$ cat config.mk
export PLATFORM = sky130hd
export DESIGN_NAME = ecc_err_capture
export DESIGN_NICKNAME = d
export VERILOG_FILES = /design/src/rtl/ecc_err_pkg.sv /design/src/rtl/ecc_err_capt_reg.sv /design/src/rtl/ecc_err_pin_ctrl.sv /design/src/rtl/ecc_err_regif.sv /design/src/rtl/ecc_err_capture.sv
export SDC_FILE = /design/constraint.sdc
export NUM_CORES = 1
export LEC_CHECK = 0
export BUFFER_PORTS_ARGS = -buffer_cell sky130_fd_sc_hd__buf_2
export CAP_MARGIN = 20
export CORE_UTILIZATION = 30
export CTS_BUF_LIST = sky130_fd_sc_hd__clkbuf_16
export DETAILED_ROUTE_END_ITERATION = 8
export GPL_TIMING_DRIVEN = 0
export SLEW_MARGIN = 30
export SYNTH_ARGS = -nofsm -noshare
export SYNTH_HDL_FRONTEND = slang
export SYNTH_SLANG_ARGS = --single-unit
$ cat constraint.sdc
create_clock -name clk -period 1.8 [get_ports clk]
set_input_delay 0.45 -clock clk [delete_from_list [all_inputs] [get_ports clk]]
set_output_delay 0.45 -clock clk [all_outputs]
set_load 0.01 [all_outputs]
$ cat src/rtl/ecc_err_pkg.sv
package ecc_err_pkg;
  localparam int REG_AW = 3;

  typedef enum logic [REG_AW-1:0] {
    RI_CTRL   = 3'd0,
    RI_STAT   = 3'd1,
    RI_CADDR  = 3'd2,
    RI_UADDR  = 3'd3,
    RI_PINCLR = 3'd4
  } reg_idx_e;

  // status bit positions
  localparam int ST_CFLAG = 0;
  localparam int ST_UFLAG = 1;
  localparam int ST_CLOCK = 16;
  localparam int ST_ULOCK = 18;

  // error classes
  localparam int CLS_CORR = 0;
  localparam int CLS_UNC  = 1;
  localparam int N_CLS    = 2;
endpackage

$ cat src/rtl/ecc_err_capt_reg.sv
module ecc_err_capt_reg #(
  parameter int ADDR_W = 20
) (
  input  logic              clk,
  input  logic              rst,
  input  logic              hit_i,
  input  logic              rel_i,
  input  logic [ADDR_W-1:0] addr_i,
  output logic [ADDR_W-1:0] addr_o,
  output logic              lock_o
);
  // A release and a new hit in the same cycle: the hit wins and relocks.
  always_ff @(posedge clk) begin
    if (rst) begin
      addr_o <= '0;
      lock_o <= 1'b0;
    end else if (hit_i && (!lock_o || rel_i)) begin
      addr_o <= addr_i;
      lock_o <= 1'b1;
    end else if (rel_i) begin
      lock_o <= 1'b0;
    end
  end
endmodule

$ cat src/rtl/ecc_err_pin_ctrl.sv
module ecc_err_pin_ctrl #(
  parameter int MIN_LOW = 16
) (
  input  logic clk,
  input  logic rst,
  input  logic trig_i,
  input  logic clr_i,
  output logic pin_n_o
);
  localparam int CNT_W = (MIN_LOW > 1) ? $clog2(MIN_LOW) : 1;
  localparam logic [CNT_W-1:0] LOAD = CNT_W'(MIN_LOW - 1);

  logic [CNT_W-1:0] cnt_q;

  always_ff @(posedge clk) begin
    if (rst) begin
      pin_n_o <= 1'b1;
      cnt_q   <= '0;
    end else if (trig_i) begin
      pin_n_o <= 1'b0;
      cnt_q   <= LOAD;
    end else begin
      if (cnt_q != '0) cnt_q <= cnt_q - CNT_W'(1);
      if (clr_i && !pin_n_o && (cnt_q == '0)) pin_n_o <= 1'b1;
    end
  end
endmodule

$ cat src/rtl/ecc_err_regif.sv
module ecc_err_regif
  import ecc_err_pkg::*;
#(
  parameter int          ADDR_W  = 20,
  parameter logic [31:0] CLR_KEY = 32'h0000_5EC0
) (
  input  logic              clk,
  input  logic              rst,
  input  logic              reg_wr,
  input  logic              reg_rd,
  input  logic [REG_AW-1:0] reg_addr,
  input  logic [31:0]       reg_wdata,
  input  logic              set_c_i,
  input  logic              set_u_i,
  input  logic [ADDR_W-1:0] caddr_i,
  input  logic [ADDR_W-1:0] uaddr_i,
  input  logic              clock_i,
  input  logic              ulock_i,
  output logic [31:0]       reg_rdata,
  output logic              no_corr_o,
  output logic [N_CLS-1:0]  rel_o,
  output logic              key_o
);
  logic [1:0]  flag_q;
  logic [1:0]  w1c;
  logic [31:0] stat_v;
  logic [31:0] rd_v;

  assign w1c   = (reg_wr && reg_addr == RI_STAT) ? reg_wdata[1:0] : 2'b00;
  assign key_o = reg_wr && (reg_addr == RI_PINCLR) && (reg_wdata == CLR_KEY);

  assign rel_o[CLS_CORR] = reg_rd && (reg_addr == RI_CADDR);
  assign rel_o[CLS_UNC]  = reg_rd && (reg_addr == RI_UADDR);

  always_ff @(posedge clk) begin
    if (rst) begin
      flag_q    <= '0;
      no_corr_o <= 1'b0;
    end else begin
      flag_q <= (flag_q & ~w1c) | {set_u_i, set_c_i};
      if (reg_wr && reg_addr == RI_CTRL) no_corr_o <= reg_wdata[0];
    end
  end

  always_comb begin
    stat_v           = '0;
    stat_v[ST_CFLAG] = flag_q[0];
    stat_v[ST_UFLAG] = flag_q[1];
    stat_v[ST_CLOCK] = clock_i;
    stat_v[ST_ULOCK] = ulock_i;
    rd_v = '0;
    case (reg_addr)
      RI_CTRL:  rd_v[0] = no_corr_o;
      RI_STAT:  rd_v = stat_v;
      RI_CADDR: rd_v[ADDR_W-1:0] = caddr_i;
      RI_UADDR: rd_v[ADDR_W-1:0] = uaddr_i;
      default:  rd_v = '0;
    endcase
  end

  always_ff @(posedge clk) begin
    if (rst)         reg_rdata <= '0;
    else if (reg_rd) reg_rdata <= rd_v;
  end
endmodule

$ cat src/rtl/ecc_err_capture.sv
module ecc_err_capture
  import ecc_err_pkg::*;
#(
  parameter int          ADDR_W  = 20,
  parameter int          PIN_MIN = 16,
  parameter logic [31:0] CLR_KEY = 32'h0000_5EC0
) (
  input  logic              clk,
  input  logic              rst,
  input  logic              acc_valid,
  input  logic              acc_spec,
  input  logic              err_corr,
  input  logic              err_uncorr,
  input  logic [ADDR_W-1:0] acc_addr,
  input  logic              reg_wr,
  input  logic              reg_rd,
  input  logic [REG_AW-1:0] reg_addr,
  input  logic [31:0]       reg_wdata,
  output logic [31:0]       reg_rdata,
  output logic              abort_o,
  output logic              flag_corr_o,
  output logic              flag_uncorr_o,
  output logic              err_pin_n_o
);
  logic              ev_c, ev_u, no_corr, key_wr;
  logic [N_CLS-1:0]  hit, rel, lock;
  logic [ADDR_W-1:0] cap_addr [N_CLS];
  logic [ADDR_W-1:0] corr_addr, unc_addr;
  logic              corr_lock, unc_lock;

  assign ev_c = acc_valid && err_corr;
  assign ev_u = acc_valid && err_uncorr;

  assign hit[CLS_CORR] = ev_c;
  assign hit[CLS_UNC]  = ev_u;

  for (genvar g = 0; g < N_CLS; g++) begin : g_cap
    ecc_err_capt_reg #(.ADDR_W(ADDR_W)) u_cap (
      .clk    (clk),
      .rst    (rst),
      .hit_i  (hit[g]),
      .rel_i  (rel[g]),
      .addr_i (acc_addr),
      .addr_o (cap_addr[g]),
      .lock_o (lock[g])
    );
  end

  assign corr_addr = cap_addr[CLS_CORR];
  assign unc_addr  = cap_addr[CLS_UNC];
  assign corr_lock = lock[CLS_CORR];
  assign unc_lock  = lock[CLS_UNC];

  ecc_err_regif #(.ADDR_W(ADDR_W), .CLR_KEY(CLR_KEY)) u_regif (
    .clk       (clk),
    .rst       (rst),
    .reg_wr    (reg_wr),
    .reg_rd    (reg_rd),
    .reg_addr  (reg_addr),
    .reg_wdata (reg_wdata),
    .set_c_i   (ev_c),
    .set_u_i   (ev_u),
    .caddr_i   (corr_addr),
    .uaddr_i   (unc_addr),
    .clock_i   (corr_lock),
    .ulock_i   (unc_lock),
    .reg_rdata (reg_rdata),
    .no_corr_o (no_corr),
    .rel_o     (rel),
    .key_o     (key_wr)
  );

  ecc_err_pin_ctrl #(.MIN_LOW(PIN_MIN)) u_pin (
    .clk     (clk),
    .rst     (rst),
    .trig_i  (ev_u),
    .clr_i   (key_wr),
    .pin_n_o (err_pin_n_o)
  );

  // Events always reach the aggregator; only consumed data may abort.
  always_ff @(posedge clk) begin
    if (rst) begin
      abort_o       <= 1'b0;
      flag_corr_o   <= 1'b0;
      flag_uncorr_o <= 1'b0;
    end else begin
      abort_o       <= !acc_spec && (ev_u || (ev_c && no_corr));
      flag_corr_o   <= ev_c;
      flag_uncorr_o <= ev_u;
    end
  end
endmodule

=== After elaboration in Yosys (flattened, before gate mapping) ===
Index checks and enable logic that the tools add are counted.

* $add $sub $neg: 1
* Reductions and logical operators: 28
* Bitwise logic cells: 3
* Eq/ne operators: 5
* Multiplexer cells: 11

{| class="wikitable"
|+ Operator list
! kind !! count
|-
| $pmux W19 S3 || 1
|-
| $eq A32 B15 Y1 const B || 1
|-
| $logic_and A1 B1 Y1 || 14
|-
| $mux W4 || 2
|-
| $reduce_bool A2 Y1 || 4
|-
| $eq A3 B2 Y1 const B || 2
|-
| $mux W1 || 6
|-
| $logic_not A1 Y1 || 4
|-
| $logic_not A4 Y1 || 1
|-
| $pmux W1 S4 || 1
|-
| $reduce_bool A4 Y1 || 1
|-
| $sub A4 B1 Y4 const B || 1
|-
| $eq A3 B1 Y1 const B || 1
|-
| $eq A3 B3 Y1 const B || 1
|-
| $logic_not A3 Y1 || 1
|-
| $logic_or A1 B1 Y1 || 3
|-
| $and A2 B2 Y2 || 1
|-
| $mux W2 || 1
|-
| $not A2 Y2 || 1
|-
| $or A2 B2 Y2 || 1
|}

* Output and inout bits: 36
* Word-level logic and storage cells: 60
* Bits of input ports: 63
* Flip-flop bits (word level): 73

=== Logic depth before layout (Yosys ltp) ===
* Depth in word-level cells: 7
* Depth in mapped cells: 7
* Depth with buffers taken out: 5

=== By module ===
From an unflattened synthesis, not the netlist that was laid out.

* Cells, all modules: 355
* Area, all modules: 3482.1 um^2

{| class="wikitable"
|+ Modules (own cells, without submodules)
! module !! seq. area each (um^2) !! cells an instance !! area an instance (um^2) !! times used
|-
| ecc_err_capt_reg || 420.4 || 91 || 947.2 || 2
|-
| ecc_err_regif || 460.4 || 140 || 1233.7 || 1
|-
| ecc_err_pin_ctrl || 100.1 || 24 || 241.5 || 1
|-
| ecc_err_capture || 60.1 || 9 || 112.6 || 1
|}

=== Least setup slack after synthesis ===
OpenSTA, ideal clock, no wires.

* Path kind: input to register
* Start: input port reg_addr[0]
* End: register u_regif.reg_rdata[10]
* Stages: 7
* Data required time: 1.672 ns
* Path buffers: 3
* Path slack: 0.359 ns
* Arrival: 1.313 ns
* Library setup time: 0.128 ns
* Path through: buf_4 > buf_6 > buf_4 > mux2i_1 > nor2_1 > a21oi_1 > nor2_1

* Longest elaborated chain between the ends: 2
* Elaborated cells between the ends (all ways): 4
* Those cells by class: eq/ne (3); mux (1)

{| class="wikitable"
|+ Ends and longest elaborated chain
! element !! RTL line !! text
|-
| start: declaration || ecc_err_capture.sv:17 || <nowiki>input logic [REG_AW-1:0] reg_addr,</nowiki>
|-
| $eq A3 B2 Y1 or $eq A3 B1 Y1 (tied branches) || ecc_err_regif.sv:52 || <nowiki>case (reg_addr)</nowiki>
|-
| $pmux W19 S3 * || ecc_err_regif.sv:52 ||
|-
| end signal: assignment || ecc_err_regif.sv:63 || <nowiki>else if (reg_rd) reg_rdata <= rd_v;</nowiki>
|-
| end: declaration || ecc_err_regif.sv:19 || <nowiki>output logic [31:0] reg_rdata,</nowiki>
|}

Mark *: on every way between the ends. The rest lies on a longest branch, timed or not.
A chain may end at the register's enable or synchronous reset.

=== Worst setup path in the final report ===
* Start: input port reg_addr[0]
* End: register u_regif.reg_rdata[4]

The elaborated chain is that of the path after synthesis.

==> impl_metrics.ini <==
[clock_tree]
cts_sinks = 73
clock_path_buffers = 2
ctsHoldBuffers = 0
htree_levels = 3
insertion_delay_ps = 330
cts_resized = 0
post_cts_buffers = 0
cts-buffers-inserted = 9
cts_tree = built
cts-root-buf = clkbuf_16
clkTransAtPathRegs_ps = 60

[timing]
fin_crit_ps = 1380
final.period_utilization_pct = 76.7
skew_ps = 5.81
tightestPinTransition_ps = 508
maxSlewViolCount = 0
finalSetupViolCount = 0
rsz0062_at_grt = false
hold_viol_final = 0
slew_headroom_pct = 66.1
setup_tns_ps = 0
clock.fmax_mhz = 724

[placed_design]
port_buffers = 84
placed_cells = 575
hpwlAfterDp_um = 5660
gp_congestion = 0.797

[logic_synthesis]
ys_types = 35
synth_seq_cells = 73
synth_edf_count = 0
syn_inst = 347
netlist_area_um2 = 3100
ys_warn_count = 0
syn_avg_cell_area_um2 = 8.92
synthArstFlopShare_pct = 0
synth-seq-area-share_pct = 47.2
synthFlopType = dfxtp_1

[status]
outcome = finished, final reports clean

[global_routing]
grt_start_max_net_pins = 16
grt_pass1_wl_um = 12700
grt_pass1_vias = 2710
grt_overflow = 0
antenna_found_initial = 1
gr-usage-all-layers_pct = 15.0

[critical_path]
worstSetupStartpointType = input pin
rrSetupSlack_ps = 520
r2r_cells = 5
crit_end = u_regif.reg_rdata[4]$_SDFFE_PP0P_
crit_start = reg_addr[0]
endpoint_kind = register
arrival_ps = 1590
worstPathMaxFanout = 10
r2r-start = u_pin.cnt_q[0]$_SDFFE_PP0P_
reg2reg_to = u_pin.pin_n_o$_SDFFE_PP1P_
cp.required_ps = 2010
path_class = in2reg

[route]
drt-initial-drc-count = 108
avgRoutedWirePerCell_um = 12.9
dr_total_vias = 2719
drt_pre_antenna_iters = 4
antenna_left = 0
drc = 0
viasPerCell = 4.59
routed_wirelength_um = 7640

[power]
p_leak_nw = 1.74
p_per_area_nw_per_um2 = 1000
irDropWorstVdd_uv = 503

[floorplan]
die_area_um2 = 10700
core_um2 = 9910
ios = 99
initial_core_util_pct = 31.2
std_cell_rows = 36
die_width_um = 104
fp.dieH_um = 104

[layout]
fin_cells = 592
layout.nets = 518
area_growth_pct = 29.5
drive_gt1_share_pct = 28.6

[run]
max_cap_viol_count = 0

[worst_hold_path]
hold_class = in2reg
==> worst min-delay path by stage <==
stage / from / end / slack [ps] / depth (start not counted)
6_report: acc_spec / abort_o$_SDFF_PP0_ / 280 / 2
5_1_grt: acc_spec / abort_o$_SDFF_PP0_ / 270 / 2
4_1_cts: acc_spec / abort_o$_SDFF_PP0_ / 270 / 2
3_5_place_dp: g_cap[0].u_cap.addr_o[18]$_SDFFE_PP0P_ / g_cap[0].u_cap.addr_o[18]$_SDFFE_PP0P_ / 440 / 2
3_3_place_gp: g_cap[0].u_cap.addr_o[18]$_SDFFE_PP0P_ / g_cap[0].u_cap.addr_o[18]$_SDFFE_PP0P_ / 440 / 2
2_1_floorplan: g_cap[0].u_cap.addr_o[16]$_SDFFE_PP0P_ / g_cap[0].u_cap.addr_o[16]$_SDFFE_PP0P_ / 430 / 2
==> worst max-delay path: stages <==
cell     delay [ps]
buf_4           160
buf_6           200
buf_4           250
mux2i_1         300
nor2_1           60
a21oi_1         110
nor2_1           50
==> registers in the layout, summed over array words and instances (netlist names) <==
| signal | cells |
|---|---|
| g_cap.u_cap.lock_o | 2 |
| u_pin.pin_n_o | 1 |
| abort_o | 1 |
| u_regif.no_corr_o | 1 |
| g_cap.u_cap.addr_o | 40 |
| flag_uncorr_o | 1 |
| u_regif.flag_q | 2 |
| u_pin.cnt_q | 4 |
| u_regif.reg_rdata | 20 |
| flag_corr_o | 1 |
==> report_power, final <==
part / internal [mW] / switching [mW]
clock: 0.954 / 0.726
combinational: 0.262 / 0.293
sequential: 1.72 / 0.0599
==> synth_stat cells, types with 3 or more instances <==
master | n | area (um^2)
nor4_1 | 4 | 25.0
a211oi_1 | 3 | 22.5
buf_4 | 17 | 128
mux2i_1 | 37 | 370
a21oi_1 | 43 | 215
dfxtp_1 | 73 | 1460
nand2_1 | 48 | 180
a22oi_1 | 4 | 30.0
a22o_1 | 3 | 26.3
buf_2 | 4 | 20.0
nor2_1 | 64 | 240
mux2_1 | 3 | 33.8
clkbuf_1 | 10 | 37.5
buf_6 | 3 | 33.8
nand3_1 | 3 | 15.0
==> metal layers <==
metal,part of all wire [%],up-vias,wire length [um],track usage (%)
met3,5.7,9,432,4.22
met5,0,-,0,0
met2,47,97,3600,25.5
li1,-,1374,-,-
met4,0.73,0,56,4.55
met1,46,1239,3550,18.3
==> cells in the final DEF (no fill, tap or decap), types with 3 or more instances in the layout <==
cell type  synthesis  routed
inv_6              0       4
nor4_1             4       4
a22oi_1            4       4
nor2_1            64      64
a211oi_1           3       3
conb_1             1      12
buf_6              3       3
dfxtp_1           73      73
a21oi_1           43      43
nand2_1           48      48
mux2i_1           37      37
clkbuf_1          10      10
mux2_1             3       3
nand3_1            3       3
buf_2              4      88
a22o_1             3       3
clkbuf_16          0       9
buf_4             17      17
==> stage by stage <==
step / area, um^2 / utilization [%] / total power, mW / hold slack [ps] / worst slack (ps)
floorplan: 3140 / - / 2.19 / 432 / 359
global placement: 3720 / 37.6 / 2.35 / 440 / 110
detailed placement: 3720 / 37.6 / 2.37 / 444 / 65.6
CTS: 4010 / 40.4 / 4.05 / 271 / 419
global route: 4010 / 40.5 / 4.20 / 273 / 299
finish: 4010 / 40.5 / 4.01 / 280 / 419
==> area by class of cell <==
class,instances,area [um^2]
fillers,1023,5900
flip-flops and latches,73,1460
multi-input cells,248,1450
repair buffers,84,420
clock buffers,9,225
plain buffers,34,219
well taps,133,166
clock inverters,7,58.8
inverters,3,11.3
diodes,1,2.50
==> logic make-up (layout without fill, tap and decap cells) <==
logic type               after synthesis  in the layout  synth area share, %
multiplexers                          41             41                 13.8
other                                  1             13                0.121
AO/OA/AOI/OAI                         57             57                 10.8
flip-flops                            73             73                 47.2
XOR/XNOR                               2              2                0.566
adder cells (fa/ha/maj)                2              2                0.808
AND/OR/NAND/NOR                      134            134                 19.2
buffers and inverters                 37            137                 7.44
Power figures use the tool's default switching activity.
